[src/rtl/i2c_commit_pkg.sv]
package i2c_commit_pkg;
  localparam int BYTE_W = 8;
  localparam int CNT_W  = $clog2(BYTE_W + 1);

  typedef enum logic [2:0] {
    ST_IDLE,
    ST_ADDR,
    ST_ADDR_ACK,
    ST_SUB,
    ST_SUB_ACK,
    ST_DATA,
    ST_DATA_ACK
  } fsm_e;
endpackage

[src/rtl/i2c_bus_sync.sv]
module i2c_bus_sync #(
  parameter int SYNC_STAGES = 2
) (
  input  logic clk_i,
  input  logic rst_ni,
  input  logic scl_i,
  input  logic sda_i,
  output logic sda_o,
  output logic scl_rise_o,
  output logic scl_fall_o,
  output logic start_o,
  output logic stop_o
);
  logic [SYNC_STAGES-1:0] scl_q, sda_q;
  logic scl_p, sda_p, scl_s, sda_s;

  always_ff @(posedge clk_i or negedge rst_ni) begin
    if (!rst_ni) begin
      scl_q <= '1;
      sda_q <= '1;
      scl_p <= 1'b1;
      sda_p <= 1'b1;
    end else begin
      scl_q <= {scl_q[SYNC_STAGES-2:0], scl_i};
      sda_q <= {sda_q[SYNC_STAGES-2:0], sda_i};
      scl_p <= scl_s;
      sda_p <= sda_s;
    end
  end

  assign scl_s      = scl_q[SYNC_STAGES-1];
  assign sda_s      = sda_q[SYNC_STAGES-1];
  assign sda_o      = sda_s;
  assign scl_rise_o = scl_s & ~scl_p;
  assign scl_fall_o = ~scl_s & scl_p;
  assign start_o    = scl_s & scl_p & sda_p & ~sda_s;
  assign stop_o     = scl_s & scl_p & ~sda_p & sda_s;
endmodule

[src/rtl/i2c_wr_fsm.sv]
module i2c_wr_fsm
  import i2c_commit_pkg::*;
#(
  parameter logic [6:0] DEV_ADDR = 7'h1C
) (
  input  logic              clk_i,
  input  logic              rst_ni,
  input  logic              sda_i,
  input  logic              scl_rise_i,
  input  logic              scl_fall_i,
  input  logic              start_i,
  input  logic              stop_i,
  output logic              sda_pull_o,
  output logic              wr_en_o,
  output logic [BYTE_W-1:0] wr_idx_o,
  output logic [BYTE_W-1:0] wr_data_o,
  output logic              commit_o,
  output logic              abort_o,
  output logic              pend_o,
  output logic              idle_o
);
  localparam logic [CNT_W-1:0] FULL = CNT_W'(BYTE_W);
  localparam logic [CNT_W-1:0] MID  = CNT_W'(2);

  fsm_e              state;
  logic [CNT_W-1:0]  cnt;
  logic [BYTE_W-1:0] shreg, sub;

  always_ff @(posedge clk_i or negedge rst_ni) begin
    if (!rst_ni) begin
      state      <= ST_IDLE;
      cnt        <= '0;
      shreg      <= '0;
      sub        <= '0;
      sda_pull_o <= 1'b0;
      pend_o     <= 1'b0;
      wr_en_o    <= 1'b0;
      wr_idx_o   <= '0;
      wr_data_o  <= '0;
      commit_o   <= 1'b0;
      abort_o    <= 1'b0;
    end else begin
      wr_en_o  <= 1'b0;
      commit_o <= 1'b0;
      abort_o  <= 1'b0;
      if (start_i) begin
        state      <= ST_ADDR;
        cnt        <= '0;
        sda_pull_o <= 1'b0;
      end else if (stop_i) begin
        // a STOP inside a data byte marks the transfer as corrupt
        if (state == ST_DATA && cnt >= MID) begin
          abort_o <= 1'b1;
          pend_o  <= 1'b0;
        end else if (pend_o) begin
          commit_o <= 1'b1;
          pend_o   <= 1'b0;
        end
        state      <= ST_IDLE;
        sda_pull_o <= 1'b0;
      end else begin
        unique case (state)
          ST_ADDR, ST_SUB, ST_DATA: begin
            if (scl_rise_i && cnt < FULL) begin
              shreg <= {shreg[BYTE_W-2:0], sda_i};
              cnt   <= cnt + CNT_W'(1);
            end else if (scl_fall_i && cnt == FULL) begin
              cnt <= '0;
              if (state == ST_ADDR) begin
                if (shreg[BYTE_W-1:1] == DEV_ADDR && !shreg[0]) begin
                  state      <= ST_ADDR_ACK;
                  sda_pull_o <= 1'b1;
                end else begin
                  state <= ST_IDLE;
                end
              end else if (state == ST_SUB) begin
                sub        <= shreg;
                state      <= ST_SUB_ACK;
                sda_pull_o <= 1'b1;
              end else begin
                wr_en_o    <= 1'b1;
                wr_idx_o   <= sub;
                wr_data_o  <= shreg;
                pend_o     <= 1'b1;
                if (sub != '1) sub <= sub + BYTE_W'(1);
                state      <= ST_DATA_ACK;
                sda_pull_o <= 1'b1;
              end
            end
          end
          ST_ADDR_ACK, ST_SUB_ACK, ST_DATA_ACK: begin
            if (scl_fall_i) begin
              sda_pull_o <= 1'b0;
              state      <= (state == ST_ADDR_ACK) ? ST_SUB : ST_DATA;
            end
          end
          default: ;
        endcase
      end
    end
  end

  assign idle_o = (state == ST_IDLE);
endmodule

[src/rtl/commit_bank.sv]
module commit_bank
  import i2c_commit_pkg::*;
#(
  parameter int NUM_REGS = 19
) (
  input  logic                       clk_i,
  input  logic                       rst_ni,
  input  logic                       wr_en_i,
  input  logic [BYTE_W-1:0]          wr_idx_i,
  input  logic [BYTE_W-1:0]          wr_data_i,
  input  logic                       commit_i,
  input  logic                       abort_i,
  output logic [NUM_REGS*BYTE_W-1:0] regs_o
);
  logic [BYTE_W-1:0] live_q [NUM_REGS];
  logic [BYTE_W-1:0] hold_q [NUM_REGS];
  logic              bcast;

  // broadcast flag sampled from the committed copy
  assign bcast = wr_en_i && (wr_idx_i == BYTE_W'(1)) && live_q[0][0];

  for (genvar g = 0; g < NUM_REGS; g++) begin : g_reg
    logic sel;
    if (g == 0) begin : g_first
      assign sel = wr_en_i && (wr_idx_i == BYTE_W'(g));
    end else begin : g_rest
      assign sel = wr_en_i && ((wr_idx_i == BYTE_W'(g)) || bcast);
    end

    always_ff @(posedge clk_i or negedge rst_ni) begin
      if (!rst_ni) begin
        live_q[g] <= '0;
        hold_q[g] <= '0;
      end else if (commit_i) begin
        live_q[g] <= hold_q[g];
      end else if (abort_i) begin
        hold_q[g] <= live_q[g];
      end else if (sel) begin
        hold_q[g] <= wr_data_i;
      end
    end

    assign regs_o[g*BYTE_W +: BYTE_W] = live_q[g];
  end
endmodule

[src/rtl/i2c_commit_regs.sv]
module i2c_commit_regs
  import i2c_commit_pkg::*;
#(
  parameter logic [6:0] DEV_ADDR    = 7'h1C,
  parameter int         NUM_REGS    = 19,
  parameter int         SYNC_STAGES = 2
) (
  input  logic                       clk_i,
  input  logic                       rst_ni,
  input  logic                       scl_i,
  input  logic                       sda_i,
  output logic                       sda_pull_o,
  output logic [NUM_REGS*BYTE_W-1:0] regs_o
);
  logic sda_s, scl_rise, scl_fall, bus_start, bus_stop;
  logic wr_en, commit, abort, pend, fsm_idle;
  logic [BYTE_W-1:0] wr_idx, wr_data;

  i2c_bus_sync #(.SYNC_STAGES(SYNC_STAGES)) i_sync (
    .clk_i, .rst_ni, .scl_i, .sda_i,
    .sda_o      (sda_s),
    .scl_rise_o (scl_rise),
    .scl_fall_o (scl_fall),
    .start_o    (bus_start),
    .stop_o     (bus_stop)
  );

  i2c_wr_fsm #(.DEV_ADDR(DEV_ADDR)) i_fsm (
    .clk_i, .rst_ni,
    .sda_i      (sda_s),
    .scl_rise_i (scl_rise),
    .scl_fall_i (scl_fall),
    .start_i    (bus_start),
    .stop_i     (bus_stop),
    .sda_pull_o (sda_pull_o),
    .wr_en_o    (wr_en),
    .wr_idx_o   (wr_idx),
    .wr_data_o  (wr_data),
    .commit_o   (commit),
    .abort_o    (abort),
    .pend_o     (pend),
    .idle_o     (fsm_idle)
  );

  commit_bank #(.NUM_REGS(NUM_REGS)) i_bank (
    .clk_i, .rst_ni,
    .wr_en_i   (wr_en),
    .wr_idx_i  (wr_idx),
    .wr_data_i (wr_data),
    .commit_i  (commit),
    .abort_i   (abort),
    .regs_o    (regs_o)
  );
endmodule

[config.mk]
export PLATFORM = sky130hd
export DESIGN_NAME = i2c_commit_regs
export DESIGN_NICKNAME = d
export VERILOG_FILES = /design/src/rtl/i2c_commit_pkg.sv /design/src/rtl/i2c_bus_sync.sv /design/src/rtl/i2c_wr_fsm.sv /design/src/rtl/commit_bank.sv /design/src/rtl/i2c_commit_regs.sv
export SDC_FILE = /design/constraint.sdc
export NUM_CORES = 1
export LEC_CHECK = 0
export ABC_AREA = 0
export CAP_MARGIN = 20
export CELL_PAD_IN_SITES_DETAIL_PLACEMENT = 1
export CELL_PAD_IN_SITES_GLOBAL_PLACEMENT = 2
export CORE_UTILIZATION = 25
export CTS_CLUSTER_DIAMETER = 200
export CTS_CLUSTER_SIZE = 30
export DETAILED_ROUTE_END_ITERATION = 6
export GPL_ROUTABILITY_DRIVEN = 1
export PLACE_DENSITY_LB_ADDON = 0.1
export REMOVE_ABC_BUFFERS = 1
export SETUP_SLACK_MARGIN = 0.4
export SLEW_MARGIN = 30
export SYNTH_ARGS = -nofsm -noshare
export SYNTH_HDL_FRONTEND = slang
export SYNTH_SLANG_ARGS = --single-unit
[constraint.sdc]
create_clock -name clk_i -period 5.2 [get_ports clk_i]
set_input_delay 1.56 -clock clk_i [delete_from_list [all_inputs] [get_ports clk_i]]
set_output_delay 1.56 -clock clk_i [all_outputs]
set_load 0.01 [all_outputs]
==> run metrics <==
run status complete, no violations; clock sinks 354; I/O Buffers 156; slowest stage delay, CP 700 ps; Highest Clock Rate 289 MHz; Post-synth EDFFs 0; RSZ-0062 raised after global routing no; total track usage 15.0%; Final Hold Fails 0; Synth async-reset ratio between 90% and 100%; hold buffers post-CTS 0; Buf/Inv on CP 1; DRC Markers 0; die span in y 249 µm; Pwr per Cell Area between 200 and 250 nW/µm²; Post-CTS Resized 0; R2R Path Start i_fsm.commit_o$_DFF_PN0_; final wirelength between 40 and 50 mm; Worst-Skew Late Latency 530 ps; crit end category primary output; antenna violations before repair 0; vias per cell 4.69; worst-margin pin slew 928 ps; Slowest cell on crit path clkdlybuf4s50_1; Wirelength per Cell between 20 and 25 µm; largest net degree at the start of global routing roughly 110; Pre-antenna DRT Iters 6; crit path time final 3460 ps; Max VDD drop between 0.15 and 0.2 mV; min-delay worst type flip-flop to flip-flop; Leak 0.00825 µW; HP Start i_sync.scl_q[0]$_DFF_PN1_; Initial Util between 20% and 30%; CP Class flip-flop to primary output; Synth-to-Final Area Change 18.8%; final period utilization around 67%; register-to-register setup slack 2160 ps; reg2reg end i_bank.hold_q[80]$_DFFE_PN0P_; Final Net Count 1,366; Clock Path Buffers 3; TritonCTS clock tree done; max-slew violations 0; final setup skew between 10 and 15 ps; Final Power approximately 4300 µW; Post-DP HPWL slightly below 30 mm; area of the mapped netlist about 15,000 µm²; fillers about 6,500; ANT nets after route 0; commonest non-fill, non-tap cells in the layout dfrtp_1, mux2_2, clkdlybuf4s50_1; DR vias between 10,000 and 15,000; most common cell after layout, fill and taps aside dfrtp_1; layout cell share with drive strength beyond 1 between 10% and 20%; hold path depth 0; CTS Root Cell clkbuf_16; full die area 61,800 µm²; number of I/O pins between 150 and 200; Post-Syn Instances approximately 1,200; top_reg_cell synth dfrtp_1; Relative slew margins ~38%; core area approximately 60,000 µm²; crit path DAT ~1900 ps; H-tree depth 1; Mean Syn Cell Area 12.3 µm²; Seq/Total Area, Yosys just under 60%; #FFs+latches synth approximately 350; num rows 90; DIE WIDTH about 250 µm; maximum fanout along the worst path 13; first-pass GRT wire length 72.1 mm; Yosys cell types 66; CP Data Required Time between 3000 and 4000 ps; DRT iter0 DRCs approximately 500; Clk pin slew, worst setup/hold paths between 100 and 150 ps; Final GP Congestion 0.705; GRT overflow 0; Post-CTS Setup Bufs 0; Setup violations, final 0; Max Cap Viol 0; R2R depth 4; CTS buffer count 15; Inserted Diodes 0; CP startpoint kind flip-flop; Worst Hold End i_sync.scl_q[1]$_DFF_PN1_; kind of cell adding the most delay to the critical path buffers and inverters; vias in the first global route about 11,000; synth warn 0; setup TNS 0 ps; Cell Chain, Critical Path clkdlybuf4s50_1
==> cell type report <==
| type | instances | area, µm² | share of cell area (%) |
|---|---|---|---|
| Sequential cell | 354 | 8870 | 49.1 |
| Multi-Input combinational cell | 709 | 5670 | 31.4 |
| Timing Repair Buffer | 176 | 1750 | 9.67 |
| Tap cell | 782 | 978 | 5.42 |
| Clock buffer | 19 | 390 | 2.16 |
| Inverter | 103 | 387 | 2.14 |
| Clock inverter | 1 | 8.76 | 0.0485 |
==> worst max-delay path by stage <==
| stage | cells past startpoint | endpoint | from | slack, ps |
|---|---|---|---|---|
| 2_1_floorplan | 4 | i_bank.hold_q[80]$_DFFE_PN0P_ | i_fsm.commit_o$_DFF_PN0_ | -690 |
| 3_3_place_gp | 4 | i_bank.hold_q[82]$_DFFE_PN0P_ | i_fsm.commit_o$_DFF_PN0_ | 2160 |
| 3_5_place_dp | 4 | i_bank.hold_q[56]$_DFFE_PN0P_ | i_fsm.commit_o$_DFF_PN0_ | 2090 |
| 4_1_cts | 1 | regs_o[0] | i_bank.regs_o[0]$_DFFE_PN0P_ | 1670 |
| 5_1_grt | 1 | regs_o[0] | i_bank.regs_o[0]$_DFFE_PN0P_ | 1650 |
| 6_report | 1 | regs_o[0] | i_bank.regs_o[0]$_DFFE_PN0P_ | 1740 |
==> Yosys cell counts, types with 4 or more instances <==
| cell type | instances | area, µm² |
|---|---|---|
| nor2b_1 | 12 | 75.1 |
| a31oi_2 | 6 | 75.1 |
| a21oi_1 | 137 | 686 |
| nand2b_1 | 11 | 68.8 |
| o221a_2 | 8 | 90.1 |
| o22a_1 | 11 | 96.3 |
| and3_1 | 5 | 31.3 |
| nand4_1 | 4 | 25.0 |
| nor3_1 | 12 | 60.1 |
| nand3_1 | 17 | 85.1 |
| dfrtp_1 | 348 | 8710 |
| a31oi_1 | 6 | 37.5 |
| nand2_1 | 48 | 180 |
| o211ai_1 | 4 | 30.0 |
| clkbuf_1 | 53 | 199 |
| mux2i_1 | 98 | 981 |
| o21ai_0 | 40 | 200 |
| mux2_2 | 174 | 1960 |
| dfstp_2 | 6 | 158 |
| o221a_1 | 16 | 180 |
| nor2_1 | 27 | 101 |
| inv_1 | 103 | 387 |
| buf_2 | 18 | 90.1 |
==> flip-flops by register name, indices dropped and copies added (netlist names) <==
signal            cells
i_bank.hold_q       152
i_bank.regs_o       152
i_fsm.abort_o         1
i_fsm.cnt             4
i_fsm.commit_o        1
i_fsm.pend_o          1
i_fsm.sda_pull_o      1
i_fsm.shreg           8
i_fsm.state           3
i_fsm.sub             8
i_fsm.wr_data_o       8
i_fsm.wr_en_o         1
i_fsm.wr_idx_o        8
i_sync.scl_p          1
i_sync.scl_q          2
i_sync.sda_p          1
i_sync.sda_q          2
==> layer usage <==
layer | up-vias | track usage [%] | part of all wire (%)
li1 | 4595 | - | -
met4 | 0 | 2.50 | 1.5
met1 | 5335 | 20.9 | 48
met5 | - | 0 | 0
met3 | 32 | 1.85 | 2.2
met2 | 99 | 25.3 | 49
==> worst reg2reg max path: stages, from the launching register on <==
cell     delay, ps
dfrtp_4       1020
inv_1          460
and3_1         490
a31oi_2        730
mux2i_1        270
==> power breakdown <==
group / internal (µW) / switching [µW] / leakage (µW)
clock network: 544 / 904 / 0.000194
registers: 2770 / 17.7 / 0.00492
logic: 21.3 / 68.5 / 0.00314
==> metrics by stage <==
stage / instances / hold WS (ps) / setup WS, ps / util (%) / area, µm²
2_1_floorplan: 1166 / 345 / -685 / - / 14900
3_3_place_gp: 2124 / 347 / 2160 / 29.3 / 17700
3_5_place_dp: 2124 / 348 / 2090 / 29.3 / 17700
4_1_cts: 2144 / 365 / 1670 / 30.0 / 18100
5_1_grt: 2144 / 372 / 1650 / 30.0 / 18100
6_report: 2144 / 364 / 1740 / 30.0 / 18100
==> kinds of logic after synthesis <==
group | share of synthesized area (%)
simple gates | 5.92
flops | 58.3
compound gates | 11.5
fa+ha+maj | 0.247
mux | 19.3
buf+inv | 4.52
xor+xnor | 0.115
(Power assumes the default switching activity.)
